[src/rtl/div_pkg.sv]
package div_pkg;
  typedef enum logic [1:0] {
    ST_IDLE = 2'd0,
    ST_SUB  = 2'd1,
    ST_FIX  = 2'd2
  } div_state_e;
endpackage

[src/rtl/div_addsub.sv]
module div_addsub #(
  parameter int unsigned DW = 64
) (
  input  logic [DW-1:0] a_i,
  input  logic [DW-1:0] b_i,
  input  logic          sub_i,
  output logic [DW-1:0] sum_o,
  output logic          cout_o
);
  logic [DW-1:0] b_x;
  logic [DW:0]   carry;

  assign b_x      = sub_i ? ~b_i : b_i;
  assign carry[0] = sub_i;

  // Explicit ripple chain; the carry out doubles as the no-borrow flag.
  for (genvar g = 0; g < DW; g++) begin : g_fa
    assign sum_o[g]   = a_i[g] ^ b_x[g] ^ carry[g];
    assign carry[g+1] = (a_i[g] & b_x[g]) | (a_i[g] & carry[g]) | (b_x[g] & carry[g]);
  end

  assign cout_o = carry[DW];
endmodule

[src/rtl/div_ctrl.sv]
module div_ctrl
  import div_pkg::*;
#(
  parameter int unsigned ITER = 33
) (
  input  logic clk_i,
  input  logic rst_ni,
  input  logic start_i,
  output logic load_o,
  output logic sub_en_o,
  output logic fix_en_o,
  output logic busy_o,
  output logic done_o
);
  localparam int unsigned IW = (ITER > 1) ? $clog2(ITER) : 1;
  localparam logic [IW-1:0] LAST = IW'(ITER - 1);

  div_state_e    state_q, state_d;
  logic [IW-1:0] iter_q, iter_d;
  logic          done_q, done_d;

  always_comb begin
    state_d = state_q;
    iter_d  = iter_q;
    done_d  = 1'b0;
    unique case (state_q)
      ST_IDLE: if (start_i) begin
        state_d = ST_SUB;
        iter_d  = '0;
      end
      ST_SUB: state_d = ST_FIX;
      ST_FIX: begin
        if (iter_q == LAST) begin
          state_d = ST_IDLE;
          done_d  = 1'b1;
        end else begin
          state_d = ST_SUB;
          iter_d  = iter_q + 1'b1;
        end
      end
      default: state_d = ST_IDLE;
    endcase
  end

  always_ff @(posedge clk_i or negedge rst_ni) begin
    if (!rst_ni) begin
      state_q <= ST_IDLE;
      iter_q  <= '0;
      done_q  <= 1'b0;
    end else begin
      state_q <= state_d;
      iter_q  <= iter_d;
      done_q  <= done_d;
    end
  end

  assign load_o   = (state_q == ST_IDLE) && start_i;
  assign sub_en_o = (state_q == ST_SUB);
  assign fix_en_o = (state_q == ST_FIX);
  assign busy_o   = (state_q != ST_IDLE);
  assign done_o   = done_q;

  assert_start_accept_R2: assert property (@(posedge clk_i) disable iff (!rst_ni)
    (start_i && !busy_o) |=> busy_o);
  assert_done_pulse_R4: assert property (@(posedge clk_i) disable iff (!rst_ni)
    done_o |=> !done_o);
  assert_done_idle_R4: assert property (@(posedge clk_i) disable iff (!rst_ni)
    done_o |-> !busy_o);
endmodule

[src/rtl/div_datapath.sv]
module div_datapath #(
  parameter int unsigned WIDTH = 32
) (
  input  logic             clk_i,
  input  logic             rst_ni,
  input  logic             load_i,
  input  logic             sub_en_i,
  input  logic             fix_en_i,
  input  logic             busy_i,
  input  logic [WIDTH-1:0] dividend_i,
  input  logic [WIDTH-1:0] divisor_i,
  output logic [WIDTH-1:0] quotient_o,
  output logic [WIDTH-1:0] remainder_o
);
  localparam int unsigned DW = 2 * WIDTH;

  logic [DW-1:0]    rem_q, dvs_q, sum;
  logic [WIDTH-1:0] quo_q;
  logic             neg_q, cout;

  div_addsub #(.DW(DW)) i_addsub (
    .a_i   (rem_q),
    .b_i   (dvs_q),
    .sub_i (sub_en_i),
    .sum_o (sum),
    .cout_o(cout)
  );

  always_ff @(posedge clk_i or negedge rst_ni) begin
    if (!rst_ni) begin
      rem_q <= '0;
      dvs_q <= '0;
      quo_q <= '0;
      neg_q <= 1'b0;
    end else if (load_i) begin
      rem_q <= {{WIDTH{1'b0}}, dividend_i};
      dvs_q <= {divisor_i, {WIDTH{1'b0}}};
      quo_q <= '0;
      neg_q <= 1'b0;
    end else if (sub_en_i) begin
      rem_q <= sum;
      neg_q <= ~cout;  // borrow means the trial difference went below zero
    end else if (fix_en_i) begin
      if (neg_q) rem_q <= sum;  // restore by adding the divisor back
      quo_q <= {quo_q[WIDTH-2:0], ~neg_q};
      dvs_q <= dvs_q >> 1;
    end
  end

  assign quotient_o  = quo_q;
  assign remainder_o = rem_q[WIDTH-1:0];

  // Between operations the remainder must fit in the low half.
  assert_rem_bounded_R6: assert property (@(posedge clk_i) disable iff (!rst_ni)
    !busy_i |-> (rem_q[DW-1:WIDTH] == '0));
endmodule

[src/rtl/seq_restoring_div.sv]
module seq_restoring_div #(
  parameter int unsigned WIDTH = 32
) (
  input  logic             clk_i,
  input  logic             rst_ni,
  input  logic             start_i,
  input  logic [WIDTH-1:0] dividend_i,
  input  logic [WIDTH-1:0] divisor_i,
  output logic             busy_o,
  output logic             done_o,
  output logic [WIDTH-1:0] quotient_o,
  output logic [WIDTH-1:0] remainder_o
);
  localparam int unsigned ITER   = WIDTH + 1;
  localparam int unsigned CYCLES = 2 * ITER;
  localparam int unsigned CW     = $clog2(CYCLES + 1);

  logic load, sub_en, fix_en;

  div_ctrl #(.ITER(ITER)) i_ctrl (
    .clk_i   (clk_i),
    .rst_ni  (rst_ni),
    .start_i (start_i),
    .load_o  (load),
    .sub_en_o(sub_en),
    .fix_en_o(fix_en),
    .busy_o  (busy_o),
    .done_o  (done_o)
  );

  div_datapath #(.WIDTH(WIDTH)) i_dp (
    .clk_i      (clk_i),
    .rst_ni     (rst_ni),
    .load_i     (load),
    .sub_en_i   (sub_en),
    .fix_en_i   (fix_en),
    .busy_i     (busy_o),
    .dividend_i (dividend_i),
    .divisor_i  (divisor_i),
    .quotient_o (quotient_o),
    .remainder_o(remainder_o)
  );

  // Busy-cycle counter used only by the latency assertion.
  logic [CW-1:0] busy_cnt_q;
  always_ff @(posedge clk_i or negedge rst_ni) begin
    if (!rst_ni)      busy_cnt_q <= '0;
    else if (!busy_o) busy_cnt_q <= '0;
    else              busy_cnt_q <= busy_cnt_q + 1'b1;
  end

  assert_latency_R3: assert property (@(posedge clk_i) disable iff (!rst_ni)
    done_o |-> (busy_cnt_q == CW'(CYCLES)));
  assert_busy_bounded_R3: assert property (@(posedge clk_i) disable iff (!rst_ni)
    busy_o |-> (busy_cnt_q < CW'(CYCLES)));
  assert_start_ignored_R7: assert property (@(posedge clk_i) disable iff (!rst_ni)
    (busy_o && start_i) |=> (busy_o || done_o));
  assert_hold_results_R9: assert property (@(posedge clk_i) disable iff (!rst_ni)
    (!busy_o && !start_i) |=> ($stable(quotient_o) && $stable(remainder_o)));
endmodule

[config.mk]
export PLATFORM = sky130hd
export DESIGN_NAME = seq_restoring_div
export DESIGN_NICKNAME = d
export VERILOG_FILES = /design/src/rtl/div_pkg.sv /design/src/rtl/div_addsub.sv /design/src/rtl/div_ctrl.sv /design/src/rtl/div_datapath.sv /design/src/rtl/seq_restoring_div.sv
export SDC_FILE = /design/constraint.sdc
export NUM_CORES = 1
export LEC_CHECK = 0
export BUFFER_PORTS_ARGS = -buffer_cell sky130_fd_sc_hd__buf_2
export CORE_UTILIZATION = 26
export CTS_BUF_LIST = sky130_fd_sc_hd__clkbuf_8
export CTS_CLUSTER_SIZE = 20
export DETAILED_ROUTE_END_ITERATION = 8
export SLEW_MARGIN = 20
export SYNTH_ARGS = -nofsm -noshare
export SYNTH_HDL_FRONTEND = slang
export SYNTH_SLANG_ARGS = --single-unit
[constraint.sdc]
create_clock -name clk_i -period 25.7 [get_ports clk_i]
set_clock_uncertainty 0.2 [all_clocks]
set_input_delay 3.855 -clock clk_i [delete_from_list [all_inputs] [get_ports clk_i]]
set_output_delay 3.855 -clock clk_i [all_outputs]
set_load 0.05 [all_outputs]
---- Yosys cells after proc, flatten, opt, wreduce, memory -nomap -nowiden ----
Cells that the tools add are included.
word-level totals
  bits of input ports ..................... 67
  output and inout bits ................... 66
  flip-flop bits (word level) ............. 170
cells by class
  bitwise gates (word level) .............. 451
  $add $sub $neg .......................... 1
  equal/unequal tests ..................... 6
  reduce and logical (&&, ||, !) cells .... 11
  mux-type cells .......................... 21
operator list
  kind                   count
  $mux W64               8
  $and A1 B1 Y1          192
  $or A1 B1 Y1           128
  $xor A1 B1 Y1          128
  $mux W32               3
  $not A64 Y64           1
  $mux W6                2
  $pmux W6 S2            1
  $reduce_bool A2 Y1     4
  $add A6 B1 Y6 const B  1
  $eq A6 B6 Y1 const B   1
  $ne A2 B2 Y1 const B   3
  $pmux W2 S3            1
  $reduce_bool A3 Y1     2
  $mux W1                5
  $reduce_and A2 Y1      2
  $reduce_and A3 Y1      1
  $eq A2 B1 Y1 const B   1
  $eq A2 B2 Y1 const B   1
  $logic_not A2 Y1       1
  $mux W2                1
  $not A1 Y1             2
  $logic_and A1 B1 Y1    1

---- Longest topological paths before layout ----
  depth after elaboration ................. 197
  gate-level depth with buffers ........... 73

---- Modules after synthesis ----
From an unflattened synthesis, not the netlist that was laid out.
second synthesis, totals
  cells, all modules ...................... 1033
  area total of the unflattened synthesis .. 9963.3 um^2
modules (own cells, without submodules)
  module        sequential area each (um^2)  area an instance (um^2)  cells each  times used
  div_datapath  4028.9                       7086.8                   730         1
  div_addsub    0.0                          2392.3                   257         1
  div_ctrl      225.2                        484.2                    46          1

---- Least setup slack after synthesis ----
Ideal clock, no wire load.
  path kind ............................... register to register
  start ................................... register i_ctrl.state_q[1]
  end ..................................... register i_dp.rem_q[63]
  path slack .............................. 5019 ps
  data arrival time ....................... 20387 ps
  library setup time ...................... 94 ps
  stages on the path, launching flop included .. 72
  path through ............................ dfrtp_1 inv_1 ha_1 buf_2 xor2_1 fa_1 fa_1 inv_1 fa_1 fa_1 fa_1 fa_1 fa_1 fa_1 fa_1 fa_1 fa_1 fa_1 (+36 left out) fa_1 fa_1 fa_1 fa_1 fa_1 fa_1 fa_1 fa_1 fa_1 fa_1 fa_1 fa_1 fa_1 fa_1 fa_1 inv_1 fa_1 a211oi_1
between the ends
  word-level cells in the longest chain between the ends .. 196
RTL lines
  element                     line                text
  start, declared             div_ctrl.sv:18      div_state_e state_q, state_d;
  start signal, assigned      div_ctrl.sv:51      state_q <= state_d;
  $eq A2 B1 Y1                div_ctrl.sv:58      assign sub_en_o = (state_q == ST_SUB);
  $mux W64                    div_addsub.sv:13    assign b_x = sub_i ? ~b_i : b_i;
  $and A1 B1 Y1               div_addsub.sv:19    assign carry[g+1] = (a_i[g] & b_x[g]) | (a_i[g] & carry[g]) | (b_x[g] & carry[g]);
  $or A1 B1 Y1 (2 in series)  div_addsub.sv:19
  $and A1 B1 Y1               div_addsub.sv:19
  $or A1 B1 Y1 (2 in series)  div_addsub.sv:19
  $and A1 B1 Y1               div_addsub.sv:19
  $or A1 B1 Y1 (2 in series)  div_addsub.sv:19
  (+175 left out)             --
  $or A1 B1 Y1 (2 in series)  div_addsub.sv:19
  $and A1 B1 Y1               div_addsub.sv:19
  $or A1 B1 Y1 (2 in series)  div_addsub.sv:19
  $xor A1 B1 Y1               div_addsub.sv:18    assign sum_o[g] = a_i[g] ^ b_x[g] ^ carry[g];
  $mux W64                    div_datapath.sv:44  if (neg_q) rem_q <= sum;
  $mux W64                    div_datapath.sv:43  end else if (fix_en_i) begin
  $mux W64                    div_datapath.sv:40  end else if (sub_en_i) begin
  $mux W64                    div_datapath.sv:35  end else if (load_i) begin
  end signal, assigned        div_datapath.sv:36  rem_q <= {{WIDTH{1'b0}}, dividend_i};
  end signal, assigned        div_datapath.sv:41  rem_q <= sum;
  end signal, assigned        div_datapath.sv:44
  end, declared               div_datapath.sv:17  logic [DW-1:0] rem_q, dvs_q, sum;
Several ways; a longest one is shown, not always the timed one. The select of a mux whose other input is x is not followed.
A chain may end at the register's enable or synchronous reset.

---- Worst setup path in the final report ----
Same ends and word-level chain as after synthesis.

==> metrics.md <==
| Metric | Value |
|---|---|
| Overall Global Routing Usage | `11.78%` |
| Residual DRC | `0` |
| CTS clk-pin slew, worst paths | `0.09 ns` |
| Die Span X | `197.6 µm` |
| Fmax | `45.57 MHz` |
| Final setup violation count | `0` |
| HPWL Detailed | `14890 µm` |
| Sum Neg Setup Slack | `0 ns` |
| Status | `completed` |
| Sw frac | `24.10%` |
| Yosys top cell area share | `42.78%` |
| Hold Crit Depth | `2` |
| TritonCTS clock tree | `done` |
| Fillers | `3988` |
| Core ar. | `0.03767 mm²` |
| Hold Path End | `i_dp.quotient_o[31]` |
| Final worst setup slack | `3.754 ns` |
| Mux contribution to synthesized area | `roughly 3.6%` |
| Post-synth cell types | `43` |
| Clock latency on the worst-skew pair | `0.48 ns` |
| Io pins | `133` |
| GP Congestion | `0.7302` |
| Hold_buf cts | `0` |
| Number of global-route vias before repair | `a little under 7000` |
| CP peak stage delay | `0.45 ns` |
| CP required | `25.87 ns` |
| Starting Density | `26.40%` |
| Largest family of logic cells by synthesized area | `compound AO/OA/AOI/OAI gates` |
| Most used cell, CP | `fa_1` |
| WL final | `21430 µm` |
| Iteration-0 DRC count of the detailed router | `about 320` |
| Global-route wire length before repair | `approximately 36000 µm` |
| Post-synthesis adder-cell area fraction | `13.56%` |
| TritonCTS buffer count | `17` |
| Slowest cell on crit path | `fa_1` |
| CTS Sinks | `170` |
| Clock root cell | `clkbuf_8` |
| Final Hold Fails | `0` |
| Vias/cell | `4.204` |
| Min-Delay Startpoint | `i_dp.quotient_o[31]` |
| Clock H-tree levels | `4` |
| DR WL/cell | `13.49 µm` |
| Arr. time, crit path | `22.12 ns` |
| Most frequent cells in the layout | `258 x nand2_1, 170 x dfrtp_1, 131 x buf_2` |
| Max Cap Viol | `0` |
| Peak supply drop | `about 0.028 mV` |
| ANT nets after route | `0` |
| Bufs and invs on worst path | `5` |
| Synth top area cells | `dfrtp_1 43%, fa_1 13%, nand2_1 9.8%, o21ai_2 7.6%, mux2i_1 3.5%` |
| Pre-CTS WS | `3.712 ns` |
| Synth Instances | `roughly 1000` |
| Nets@finish | `approximately 1200` |
| Critical-path maximum fanout | `32` |
| Critical path endpoint category | `flop` |
| Vias | `around 6700` |
| Synth warn | `0` |
| Row count | `71` |
| Area leader, netlist | `dfrtp_1` |
| Setup CP Type | `flop to flop` |
| GR Overflow Total | `0` |
| Port bufs | `about 130` |
| Switching power of the nets | `114.5 µW` |
| PwrDens | `about 43 mW/mm²` |
| Post-layout minimum cycle time | `21.95 ns` |
| Gate power share | `2.4%` |
| Seq pwr share | `56.2%` |
| Internal cell power | `360.6 µW` |
| Slew HR | `approximately 37%` |
| Post-synthesis instance area | `0.009945 mm²` |
| Layout area overhead | `12.04%` |
| Cell depth of the worst flop-to-flop path | `71` |
| Final Max Tran Viols | `0` |
| Slew @ Worst Pin | `0.9523 ns` |
| Commonest non-fill, non-tap cell in the layout | `nand2_1` |
| Leak | `~0.005 µW` |
| CP startpoint kind | `flop` |
| Xor/xnor share of the synthesized area | `5.637%` |
| RSZ-0062 raised after global routing | `no` |
| Die footprint | `roughly 0.04 mm²` |
| Post-CTS Resized | `0` |
| Syn Area/Cell | `9.925 µm²` |
| Sequential share of the synthesized area | `42.78%` |
| Reg2reg setup slack | `3.75 ns` |
| Synthesized flop and latch total | `170` |
| Clock share of power | `41.3%` |
| Simple-gate area share of the yosys netlist | `between 10% and 20%` |
| Pre-antenna DRT Iters | `6` |
| DIE HEIGHT | `197.6 µm` |
| Layout cell share with drive strength beyond 1 | `24.33%` |
| Reg-to-Reg End | `i_dp.rem_q[63]` |
| RR Startpoint | `i_ctrl.state_q[1]` |
| Delay-heaviest family, CP | `adder cells` |
| Final period utilization | `85.39%` |
| Setup Buffers After CTS | `0` |
| Clock Tree Buf Depth | `2` |
| Synth Net Count | `roughly 1100` |
| Largest net degree at the start of global routing | `101` |
| Initial antenna violation count | `1` |
| Worst hold path type | `flop to flop` |
| Synth Area in Compound Gates | `14.44%` |
## state kept, by name, summed over array words and instances (netlist names)
signal,count
i_dp.quotient_o,32
i_ctrl.done_o,1
i_dp.dvs_q,64
i_dp.rem_q,64
i_ctrl.iter_q,6
i_dp.neg_q,1
i_ctrl.state_q,2
## how the worst max path moves through the flow
stage	startpoint	end	slack [ns]	depth (start not counted)
after detailed placement	i_ctrl.state_q[1]	i_dp.rem_q[63]	3.71	71
final	i_ctrl.state_q[1]	i_dp.rem_q[63]	3.75	71
after CTS	i_ctrl.state_q[1]	i_dp.rem_q[63]	3.55	71
after global placement	i_ctrl.state_q[1]	i_dp.rem_q[63]	4.06	71
after floorplan	i_ctrl.state_q[1]	i_dp.rem_q[63]	5.02	71
after global routing	i_ctrl.state_q[1]	i_dp.rem_q[63]	2.63	71
## through the flow
stage / area [µm²] / utilization (%) / hold WS [ns] / power (µW) / std cells
final: 11140 / 29.58 / 0.2972 / 475.1 / 1589
after global routing: 11140 / 29.57 / 0.3434 / 496.2 / 1588
after CTS: 11120 / 29.52 / 0.3058 / 485.6 / 1587
after detailed placement: 10720 / 28.47 / 0.2778 / 285.1 / 1555
after global placement: 10720 / 28.47 / 0.2616 / 285.0 / 1555
after floorplan: 9945 / - / 0.2915 / 273.0 / 1002
## tightest hold or removal path: cells and delay by family (launching register included)
family / cells / cell delay, ns
flip-flops: 1 / 0.36
AND/OR/NAND/NOR: 1 / 0.06
AO/OA/AOI/OAI: 1 / 0.05
## cell families after synthesis
family	after synthesis
buf+inv	141
flops	170
fa+ha+maj	70
xor+xnor	64
compound gates	211
mux	36
simple gates	310
## synth_stat cells (all sizes together)
cell type and instances:
a31oi 2, o31ai 1, nor4 1, nand3 3
clkbuf 20, and2 1, nor2b 2, or4 1
xor2 34, o32ai 1, buf 79, a21oi 61
o2111ai 1, a311o 1, dfrtp 170, o311ai 1
nor4b 1, o21ai 132, o22ai 1, a2111oi 1
mux2i 35, a221o 1, nand4b 1, a211oi 1
mux2 1, a32o 1, o21a 1, nand2 259
o211ai 1, and3 2, nor2 39, o41ai 2
fa 63, o21bai 1, a32oi 1, ha 7
xnor2 30, inv 42
## per-layer routing
| metal | track usage, % | vias up | wire [µm] |
|---|---|---|---|
| met2 | 19.76 | 112 | 10490 |
| li1 | - | 3353 | - |
| met3 | 2.715 | 10 | 869 |
| met1 | 14.97 | 3205 | 9847 |
| met4 | 3.618 | 0 | 221 |
| met5 | 0 | - | 0 |
## cell type report
type | count | area [µm²] | area share [%]
Antenna cell | 1 | 2.502 | 0.02246
Clock buffer | 18 | 247.7 | 2.223
Clock inverter | 14 | 147.6 | 1.325
Inverter | 42 | 157.7 | 1.415
Multi-Input combinational cell | 691 | 4936 | 44.30
Sequential cell | 170 | 4254 | 38.18
Tap cell | 511 | 639.4 | 5.738
Timing Repair Buffer | 142 | 757.0 | 6.794
## power groups by stage
| stage | Clock, µW | Sequential (µW) | Combinational (µW) |
|---|---|---|---|
| 4_1_cts | 206 | 267 | 12.5 |
| 2_1_floorplan | 0 | 273 | 0.345 |
| 5_1_grt | 215 | 267 | 13.5 |
| 3_3_place_gp | 0 | 273 | 12.4 |
| 3_5_place_dp | 0 | 273 | 12.5 |
| 6_report | 196 | 267 | 11.6 |
Note: power is estimated with default switching activity, not from simulation.
